**src/rtl/sweep_pkg.sv**
```systemverilog
package sweep_pkg;
  // Bit of the control register that starts, reports and stops the sweep.
  localparam int unsigned ENABLE_BIT = 3;
  localparam int unsigned REG_W      = 16;
endpackage

```
**src/rtl/sweep_ctrl.sv**
```systemverilog
module sweep_ctrl #(
  parameter int unsigned NUM_POINTS   = 72,
  parameter int unsigned SETTLE_TICKS = 410,
  parameter int unsigned ANG_W        = 16,
  parameter int unsigned STEP_LSB     = 910
) (
  input  logic             clk,
  input  logic             rst_n,
  input  logic             start_req,
  input  logic             stop_req,
  input  logic             quals_ok,
  input  logic             tick,
  output logic             running,
  output logic             clear_flags,
  output logic             sample,
  output logic             done,
  output logic [ANG_W-1:0] pos
);
  localparam int unsigned IDX_W = $clog2(NUM_POINTS + 1);
  localparam int unsigned CNT_W = $clog2(SETTLE_TICKS + 1);
  localparam logic [ANG_W-1:0] STEP_V   = ANG_W'(STEP_LSB);
  localparam logic [IDX_W-1:0] LAST_IDX = IDX_W'(NUM_POINTS - 1);
  localparam logic [CNT_W-1:0] LAST_CNT = CNT_W'(SETTLE_TICKS - 1);

  logic [IDX_W-1:0] idx;
  logic [CNT_W-1:0] cnt;
  logic             halt, at_end;

  always_comb begin
    halt        = running && (stop_req || !quals_ok);
    at_end      = running && tick && (cnt == LAST_CNT);
    sample      = at_end && !halt;
    clear_flags = !running && start_req && quals_ok;
  end

  always_ff @(posedge clk) begin
    if (!rst_n) begin
      running <= 1'b0;
      done    <= 1'b0;
      idx     <= '0;
      cnt     <= '0;
      pos     <= '0;
    end else begin
      done <= 1'b0;
      if (!running) begin
        if (clear_flags) begin
          running <= 1'b1;
          idx     <= '0;
          cnt     <= '0;
          pos     <= '0;
        end
      end else if (halt) begin
        running <= 1'b0;
      end else if (at_end) begin
        cnt <= '0;
        if (idx == LAST_IDX) begin
          running <= 1'b0;
          done    <= 1'b1;
        end else begin
          idx <= idx + 1'b1;
          pos <= pos + STEP_V;
        end
      end else if (tick) begin
        cnt <= cnt + 1'b1;
      end
    end
  end

  // the override position only moves forward by one step
  p_pos_step_r3: assert property (@(posedge clk) disable iff (!rst_n)
    (running && $past(running) && (pos != $past(pos))) |-> (pos == $past(pos) + STEP_V));
  // a qualified start from idle begins at angle zero
  p_start_r2: assert property (@(posedge clk) disable iff (!rst_n)
    (!running && start_req && quals_ok) |=> (running && pos == '0));
  // a stop write ends the sweep without a done pulse
  p_abort_r6: assert property (@(posedge clk) disable iff (!rst_n)
    (running && stop_req) |=> (!running && !done));
  // losing a qualifier ends the sweep
  p_qual_r7: assert property (@(posedge clk) disable iff (!rst_n)
    (running && !quals_ok) |=> !running);
  // completion pulse only once the sweep has ended, and only one cycle long
  p_done_r5: assert property (@(posedge clk) disable iff (!rst_n)
    done |-> (!running && $past(running)));
  p_done_len_r5: assert property (@(posedge clk) disable iff (!rst_n)
    done |=> !done);
endmodule

```
**src/rtl/chan_cmp.sv**
```systemverilog
module chan_cmp #(
  parameter int unsigned ANG_W   = 16,
  parameter int unsigned TOL_LSB = 9
) (
  input  logic             clk,
  input  logic             rst_n,
  input  logic             clear,
  input  logic             sample,
  input  logic [ANG_W-1:0] cmd_pos,
  input  logic [ANG_W-1:0] meas,
  output logic             flag
);
  logic [ANG_W-1:0] diff, mag;
  logic             bad;

  always_comb begin
    diff = meas - cmd_pos;
    mag  = diff[ANG_W-1] ? (~diff + 1'b1) : diff;
    bad  = (mag > ANG_W'(TOL_LSB));
  end

  always_ff @(posedge clk) begin
    if (!rst_n)              flag <= 1'b0;
    else if (clear)          flag <= 1'b0;
    else if (sample && bad)  flag <= 1'b1;
  end

  // a raised flag holds until the next sweep start
  p_flag_sticky_r4: assert property (@(posedge clk) disable iff (!rst_n)
    (flag && !clear) |=> flag);
  // a flag only rises on a compare strobe
  p_flag_rise_r4: assert property (@(posedge clk) disable iff (!rst_n)
    (!flag && !sample) |=> !flag);
endmodule

```
**src/rtl/sweep_selftest.sv**
```systemverilog
module sweep_selftest
  import sweep_pkg::*;
#(
  parameter int unsigned NUM_CH       = 2,
  parameter int unsigned ANG_W        = 16,
  parameter int unsigned NUM_POINTS   = 72,
  parameter int unsigned SETTLE_TICKS = 410,
  parameter int unsigned STEP_LSB     = 910,
  parameter int unsigned TOL_LSB      = 9
) (
  input  logic                    clk,
  input  logic                    rst_n,
  input  logic                    reg_we,
  input  logic [REG_W-1:0]        reg_wdata,
  output logic [REG_W-1:0]        reg_rdata,
  input  logic [NUM_CH*ANG_W-1:0] meas_pos,
  input  logic                    outputs_on,
  input  logic                    excit_ok,
  input  logic                    tick,
  input  logic                    irq_enable,
  output logic [ANG_W-1:0]        ovr_pos,
  output logic                    ovr_active,
  output logic [NUM_CH-1:0]       test_fail,
  output logic                    irq,
  output logic                    sweep_done
);
  logic running, clear_flags, sample, start_req, stop_req, quals_ok;
  logic wdata_unused;

  assign start_req    = reg_we && reg_wdata[ENABLE_BIT];
  assign stop_req     = reg_we && !reg_wdata[ENABLE_BIT];
  assign quals_ok     = outputs_on && excit_ok;
  assign wdata_unused = ^{reg_wdata[REG_W-1:ENABLE_BIT+1], reg_wdata[ENABLE_BIT-1:0]};

  sweep_ctrl #(
    .NUM_POINTS(NUM_POINTS), .SETTLE_TICKS(SETTLE_TICKS),
    .ANG_W(ANG_W), .STEP_LSB(STEP_LSB)
  ) u_ctrl (
    .clk(clk), .rst_n(rst_n), .start_req(start_req), .stop_req(stop_req),
    .quals_ok(quals_ok), .tick(tick), .running(running),
    .clear_flags(clear_flags), .sample(sample), .done(sweep_done), .pos(ovr_pos)
  );

  for (genvar c = 0; c < NUM_CH; c++) begin : g_ch
    chan_cmp #(.ANG_W(ANG_W), .TOL_LSB(TOL_LSB)) u_cmp (
      .clk(clk), .rst_n(rst_n), .clear(clear_flags), .sample(sample),
      .cmd_pos(ovr_pos), .meas(meas_pos[c*ANG_W +: ANG_W]), .flag(test_fail[c])
    );
  end

  always_comb begin
    reg_rdata             = '0;
    reg_rdata[ENABLE_BIT] = running;
  end

  assign ovr_active = running;
  assign irq        = irq_enable && (|test_fail);

  // a further enable write while running leaves the position alone
  p_no_restart_r9: assert property (@(posedge clk) disable iff (!rst_n)
    (running && start_req && quals_ok && !sample) |=> $stable(ovr_pos));
  // interrupt only with enable and a raised flag
  p_irq_r8: assert property (@(posedge clk) disable iff (!rst_n)
    irq |-> (irq_enable && test_fail != '0));
endmodule

```
**config.mk**
```make
export PLATFORM = sky130hd
export DESIGN_NAME = sweep_selftest
export DESIGN_NICKNAME = d
export VERILOG_FILES = /design/src/rtl/sweep_pkg.sv /design/src/rtl/sweep_ctrl.sv /design/src/rtl/chan_cmp.sv /design/src/rtl/sweep_selftest.sv
export SDC_FILE = /design/constraint.sdc
export NUM_CORES = 1
export LEC_CHECK = 0
export CORE_MARGIN = 2
export CORE_UTILIZATION = 30
export CTS_BUF_LIST = sky130_fd_sc_hd__clkbuf_16
export DETAILED_ROUTE_END_ITERATION = 10
export GPL_TIMING_DRIVEN = 0
export PLACE_DENSITY_LB_ADDON = 0.15
export SKIP_CTS_REPAIR_TIMING = 1
export SLEW_MARGIN = 40
export SYNTH_ARGS = -nofsm -noshare
export SYNTH_HDL_FRONTEND = slang
export SYNTH_HIERARCHICAL = 1
export SYNTH_SLANG_ARGS = --single-unit
```
**constraint.sdc**
```tcl
create_clock -name clk -period 4.3 [get_ports clk]
set_clock_uncertainty 0.2 [all_clocks]
set_input_delay 0.645 -clock clk [delete_from_list [all_inputs] [get_ports clk]]
set_output_delay 0.645 -clock clk [all_outputs]
set_load 0.05 [all_outputs]
```
==> results.py, run 1 <==
metrics = {
    "outcome": {
        "status": "completed",
    },
    "logic_synthesis": {
        "ys.flop_type": "dfxtp_1",
        "synth_mux_area_frac": 0.00881,
        "syn_area_mm2": 0.00469,
        "yosysSeqAreaShare": 0.149,
        "synth_compound_area_frac": 0.302,
        "async_flop_share": 0,
        "synth-xor-area-share": 0.0667,
        "ys_seq_elements": 35,
        "synth_top_area_cell": "dfxtp_1",
        "synth_area_per_cell_um2": 7.60,
        "ys_types": 100,
        "synth_top_family_by_area": "compound AO/OA/AOI/OAI gates",
        "synth-simple-area-share": 0.271,
        "synth_area_leaders": "dfxtp_1 (15%), ha_1 (9.6%), a21oi_1 (4.5%)",
        "synth_edf_count": 0,
        "synth_cells": 617,
        "synth_top_area_share": 0.149,
        "synth_warnings": 6,
        "synth-adder-area-share": 0.105,
    },
    "setup_path": {
        "r2r_cells": 11,
        "crit_top_cell": "a21oi_1",
        "worstPathMaxFanout": 8,
        "cp_cell_sequence": "clkdlybuf4s50_1 -> ha_1 -> buf_2 -> a21oi_1 -> o21ai_0 -> or2_2 -> o211ai_1 -> and4_1 -> nand3_1 -> or4b_1 -> a32oi_1 -> a21oi_1",
        "critPathKind": "in -> reg",
        "required_ps": 4250,
        "endpoint_kind": "flip-flop",
        "cpPeakStageDelay_ps": 530,
        "crit_family": "simple AND/OR/NAND/NOR gates",
        "crit_arrival_ps": 3810,
        "start_kind": "input port",
        "path_buf_inv": 2,
        "critPathSlowestCell": "or4b_1",
        "worst-path-stages": 12,
    },
    "routing": {
        "drtIter0Drc": 297,
        "postRouteAntennaNets": 0,
        "route.detailed.drc": 0,
        "detail_route.vias_per_cell": 5.15,
        "wl_per_cell_um": 14.7,
        "via_count": 4678,
        "drt_wl_total_um": 13400,
        "firstDrtPassIters": 5,
    },
    "sta": {
        "rsz0062_at_grt": "no",
        "maxSlewViolCount": 0,
        "period_share": 0.898,
        "max_freq_mhz": 259,
        "max-slew-margin-rel": 0.486,
        "worst_slack_ps": 440,
        "worst_pin_slew_ps": 768,
        "final-setup-viol-count": 0,
        "setup_tns_ps": 0,
        "final.min_clock_period_ps": 3860,
        "finalHoldViolCount": 0,
    },
    "cells_and_area": {
        "diodes": 0,
        "nets": 791,
        "area_growth_pct": 22.3,
        "layout-drive-gt1-share": 0.108,
        "fin_util": 0.376,
        "layout.cells.non_filler": 908,
    },
    "power": {
        "leakagePower_nw": 2.07,
        "powerDensity_mw_per_mm2": 194,
        "total_power_mw": 1.11,
        "ir_drop_v": 0.000188,
    },
    "clocking": {
        "cts_root_buf": "clkbuf_16",
        "cts_buffer_depth": 2,
        "htree_num_levels": 2,
        "clk_latency_ps": 280,
        "numClockSinks": 35,
        "cts_made_buffers": 5,
        "path_clk_slew_ps": 50,
        "cts_tree": "yes",
    },
    "floorplan": {
        "num_rows": 45,
        "coreArea_mm2": 0.0153,
        "die_y_um": 129,
        "die_area_mm2": 0.0166,
        "ios": 92,
        "start_util": 0.307,
        "die_w_um": 129,
    },
    "place": {
        "place_inst": 902,
        "dpl.hpwl_um": 10800,
        "place.port_buffers": 60,
        "place_ws_ps": 171,
        "gp_congestion": 0.845,
    },
    "global_route": {
        "busiest_layer": "met2",
        "grt_usage": 0.159,
        "grt_start_max_net_pins": 11,
        "met1_usage": 0.224,
        "grt_pass1_vias": 4417,
        "met3_usage": 0.0183,
        "grt_first_pass_wirelength_um": 21600,
        "grtUsageMet2": 0.262,
        "antenna_found_initial": 0,
        "grt.overflow.total": 0,
    },
    "run": {
        "cap_violations": 0,
    },
    "hold_path": {
        "min_path_type": "reg -> reg",
        "holdPathStages": 2,
    },
}
-- logic make-up (layout without fill, tap and decap cells) --
| kind of cell | count (synthesis) | after routing |
|---|---|---|
| flip-flops | 35 | 35 |
| adder cells (fa/ha/maj) | 38 | 38 |
| other | 2 | 16 |
| AO/OA/AOI/OAI | 194 | 194 |
| buffers and inverters | 90 | 156 |
| multiplexers | 4 | 4 |
| XOR/XNOR | 34 | 34 |
| AND/OR/NAND/NOR | 220 | 220 |
-- final timing paths --
check | from | endpoint | slack, ps
worst max-delay path | meas_pos[8] | g_ch[0].u_cmp/flag$_SDFFE_PP0P_ | 440
worst min-delay path | u_ctrl/idx[6]$_SDFFE_PN0P_ | u_ctrl/idx[6]$_SDFFE_PN0P_ | 300
worst max register to register | u_ctrl/pos[1]$_SDFFE_PN0P_ | g_ch[0].u_cmp/flag$_SDFFE_PP0P_ | 560
worst min register to register | u_ctrl/idx[6]$_SDFFE_PN0P_ | u_ctrl/idx[6]$_SDFFE_PN0P_ | 300
-- layout by cell type, fill, tap and decap left out, drive strengths merged, types with 4 or more instances in the layout --
cell type and instances:
a211o 4, a211oi 8, a21boi 6, a21o 11, a21oi 46, a31oi 5, a41oi 4, and2 12
and3 13, buf 26, clkbuf 13, clkdlybuf4s50 60, conb 16, dfxtp 35, ha 36, inv 57
nand2 51, nand2b 8, nand3 20, nand4 10, nor2 23, nor2b 8, nor3 13, nor3b 6
nor4 5, o211ai 10, o21a 10, o21ai 43, o22ai 6, o31a 5, o31ai 9, or2 8
or3 14, or4 10, xnor2 18, xor2 16
-- worst reg2reg max path: stages, from the launching register on --
cell      delay [ps]
dfxtp_1          480
inv_1            200
fa_1             520
a21o_1           230
a21oi_1          200
xnor2_1          160
nor3b_1          580
and4_2           350
and2_1           140
a221oi_1          80
nor4_1           350
a21oi_1          110
-- Yosys cell counts, types with 3 or more instances --
master	count
nor4_1	4
a211oi_1	6
mux2i_1	3
a21oi_2	3
or4_1	10
a41oi_1	3
nand4_1	9
o31ai_1	9
nand2_1	50
and3_1	10
nand3_1	20
clkbuf_1	8
a21oi_1	42
a21o_1	10
nor3_1	11
a211o_1	3
or3_1	13
or2b_1	3
o21ai_0	42
o21a_1	10
nor2_1	23
and2_1	10
ha_1	36
xnor2_1	17
dfxtp_1	35
nor3b_1	6
o31a_1	5
o22ai_1	6
o211ai_1	10
a31oi_1	4
or2_2	6
a21boi_0	3
buf_6	4
inv_1	56
xor2_1	15
nor2b_1	8
buf_4	21
nand2b_1	7
o2111ai_1	3
-- registers in the layout, indices dropped and copies added (netlist names) --
signal	count
g_ch.u_cmp/flag	2
u_ctrl/pos	15
u_ctrl/done	1
u_ctrl/cnt	9
u_ctrl/running	1
u_ctrl/idx	7
-- report_power, final --
part | switching [mW] | total (mW) | internal (mW)
Clock | 0.126 | 0.331 | 0.206
Combinational | 0.266 | 0.455 | 0.188
Sequential | 0.00286 | 0.329 | 0.326
Total | 0.395 | 1.11 | 0.720
-- cell type report --
type / instances / area, um2
timing repair buffer: 60 / 601
fill: 1608 / 9530
buffer: 34 / 238
clock inverter: 1 / 3.75
inverter: 56 / 210
tap: 211 / 264
multi-input combinational: 506 / 3590
sequential: 35 / 701
clock buffer: 5 / 125
-- routing by layer --
| layer | vias up | routed length, um |
|---|---|---|
| met5 | - | 0 |
| met4 | 0 | 111 |
| met3 | 12 | 503 |
| met2 | 114 | 6060 |
| met1 | 2154 | 6680 |
| li1 | 2398 | - |
-- stage by stage --
step                      hold WS, ps  cell area, um2
after floorplan                   253            4740
after detailed placement          295            5600
final                             299            5730
after global routing              343            5730
after CTS                         303            5730
after global placement            275            5600
(Power assumes the default switching activity.)
==> inputs of run 2 (changes only) <==
--- a/config.mk
+++ b/config.mk
@@ -5,6 +5,8 @@
 export SDC_FILE = /design/constraint.sdc
 export NUM_CORES = 1
 export LEC_CHECK = 0
+export CELL_PAD_IN_SITES_DETAIL_PLACEMENT = 1
+export CELL_PAD_IN_SITES_GLOBAL_PLACEMENT = 2
 export CORE_MARGIN = 2
 export CORE_UTILIZATION = 30
 export CTS_BUF_LIST = sky130_fd_sc_hd__clkbuf_16
==> run 2 against run 1 <==
Power rose by 2.3%. Clock power up 4%. Worst hold slack got worse by 3.5 ps. Core utilization about the same. Die area unchanged. Maximum frequency decreased by 4.1%. Critical endpoint unchanged. Highest routed layer unchanged.
==> results.py, run 2 (synthesis results as in run 1) <==
metrics = {
    "global_route": {
        "grt_usage": 0.183,
        "grt_start_max_net_pins": 11,
        "grt_first_pass_wirelength_um": 24600,
        "grt.overflow.total": 0,
        "grt_pass1_vias": 4846,
        "antenna_found_initial": 0,
    },
    "setup_path": {
        "cp_cell_sequence": "clkdlybuf4s50_1 -> ha_1 -> nor2_1 -> a211oi_2 -> o21ai_0 -> xor2_1 -> and4_1 -> nand3_1 -> or4b_1 -> a32oi_1 -> a21oi_1",
        "crit_family": "compound AO/OA/AOI/OAI gates",
        "critPathSlowestCell": "or4b_1",
        "r2r-start": "u_ctrl/pos[4]$_SDFFE_PN0P_",
        "worstPathMaxFanout": 8,
        "path_buf_inv": 1,
        "r2r_end": "g_ch[0].u_cmp/flag$_SDFFE_PP0P_",
        "endpoint_kind": "flip-flop",
        "cpPeakStageDelay_ps": 550,
        "start_kind": "input port",
        "required_ps": 4260,
        "r2r_cells": 11,
        "crit_arrival_ps": 3990,
        "r2r_slack_ps": 400,
        "critPathKind": "in -> reg",
    },
    "cells_and_area": {
        "final_common_cell": "clkdlybuf4s50_1",
        "final-seq-area_um2": 701,
        "fin_util": 0.376,
        "reg_top3": "u_ctrl/pos x15, u_ctrl/cnt x9, u_ctrl/idx x7",
        "layout.cells.non_filler": 910,
        "top_register": "u_ctrl/pos",
        "nets": 791,
        "final_cell_mix": "clkdlybuf4s50_1 (60), inv_1 (57), nand2_1 (50)",
        "largest_register_ffs": 15,
        "layout-drive-gt1-share": 0.107,
        "final_cell_area_mm2": 0.00574,
        "fillers": 1884,
        "multiInputGateArea_mm2": 0.00359,
        "area_growth_pct": 22.5,
        "diodes": 0,
    },
    "floorplan": {
        "ios": 92,
        "coreArea_mm2": 0.0153,
        "die_w_um": 129,
        "die_area_mm2": 0.0166,
        "num_rows": 45,
        "die_y_um": 129,
        "start_util": 0.307,
    },
    "sta": {
        "rsz0062_at_grt": "no",
        "worst_slack_ps": 277,
        "setup_tns_ps": 0,
        "final.min_clock_period_ps": 4020,
        "worst_pin_slew_ps": 798,
        "maxSlewViolCount": 0,
        "finalHoldViolCount": 0,
        "period_share": 0.935,
        "max-slew-margin-rel": 0.466,
        "holdWs_ps": 295,
        "final-setup-viol-count": 0,
        "max_freq_mhz": 249,
    },
    "clocking": {
        "cts_tree": "yes",
        "numClockSinks": 35,
        "cts_root_buf": "clkbuf_16",
        "clk_latency_ps": 280,
        "cts_made_buffers": 5,
        "cts_buffer_depth": 2,
        "path_clk_slew_ps": 60,
        "htree_num_levels": 2,
    },
    "outcome": {
        "status": "completed",
    },
    "place": {
        "gp_congestion": 0.842,
        "place_inst": 902,
        "dpl.hpwl_um": 12300,
        "place.port_buffers": 60,
        "place_ws_ps": 22.0,
        "place_area_mm2": 0.00560,
    },
    "routing": {
        "firstDrtPassIters": 4,
        "postRouteAntennaNets": 0,
        "detail_route.vias_per_cell": 5.26,
        "wl_per_cell_um": 16.7,
        "drtIter0Drc": 143,
        "drt_wl_total_um": 15200,
        "via_count": 4783,
        "route.detailed.drc": 0,
    },
    "hold_path": {
        "min_from": "u_ctrl/idx[6]$_SDFFE_PN0P_",
        "holdPathStages": 2,
        "min_path_type": "reg -> reg",
        "min_to": "u_ctrl/idx[6]$_SDFFE_PN0P_",
    },
    "power": {
        "ir_drop_v": 0.000115,
        "total_power_mw": 1.14,
        "leakagePower_nw": 2.07,
        "powerDensity_mw_per_mm2": 199,
    },
    "run": {
        "cap_violations": 0,
    },
}
## run 2: routing by layer
metal | global-route usage | vias up | share of wire
met5 | 0 | - | 0
met4 | 0.0281 | 0 | 0.0080
met3 | 0.0162 | 9 | 0.032
met2 | 0.331 | 75 | 0.49
met1 | 0.240 | 2306 | 0.47
li1 | - | 2393 | -
## run 2: final cells by class
cell class | instances | area share
Clock buffer | 5 | 0.0218
Clock inverter | 3 | 0.00196
Timing Repair Buffer | 60 | 0.105
Sequential cell | 35 | 0.122
Buffer | 34 | 0.0414
Inverter | 56 | 0.0366
Multi-Input combinational cell | 506 | 0.626
Tap cell | 211 | 0.0460
## run 2: worst max path at each step
stage                     slack (ps)  depth (start not counted)                              end                       start
final                            280                         11  g_ch[0].u_cmp/flag$_SDFFE_PP0P_                 meas_pos[2]
after global routing             110                         12  g_ch[0].u_cmp/flag$_SDFFE_PP0P_                meas_pos[10]
after CTS                        300                         11  g_ch[0].u_cmp/flag$_SDFFE_PP0P_                 meas_pos[2]
after detailed placement          20                         11  g_ch[0].u_cmp/flag$_SDFFE_PP0P_                 meas_pos[2]
after global placement           120                         11  g_ch[0].u_cmp/flag$_SDFFE_PP0P_                 meas_pos[2]
after floorplan                  630                         12  g_ch[1].u_cmp/flag$_SDFFE_PP0P_  u_ctrl/pos[1]$_SDFFE_PN0P_
## run 2: worst min-delay path, stage by stage, from the launching register on
cell	delay [ps]
dfxtp_1	310
o21ai_0	70
a21oi_1	60
## run 2: where the power goes
| part | switching [mW] | internal [mW] | total (mW) |
|---|---|---|---|
| clock network | 0.137 | 0.209 | 0.345 |
| logic | 0.278 | 0.189 | 0.466 |
| registers | 0.00266 | 0.326 | 0.328 |
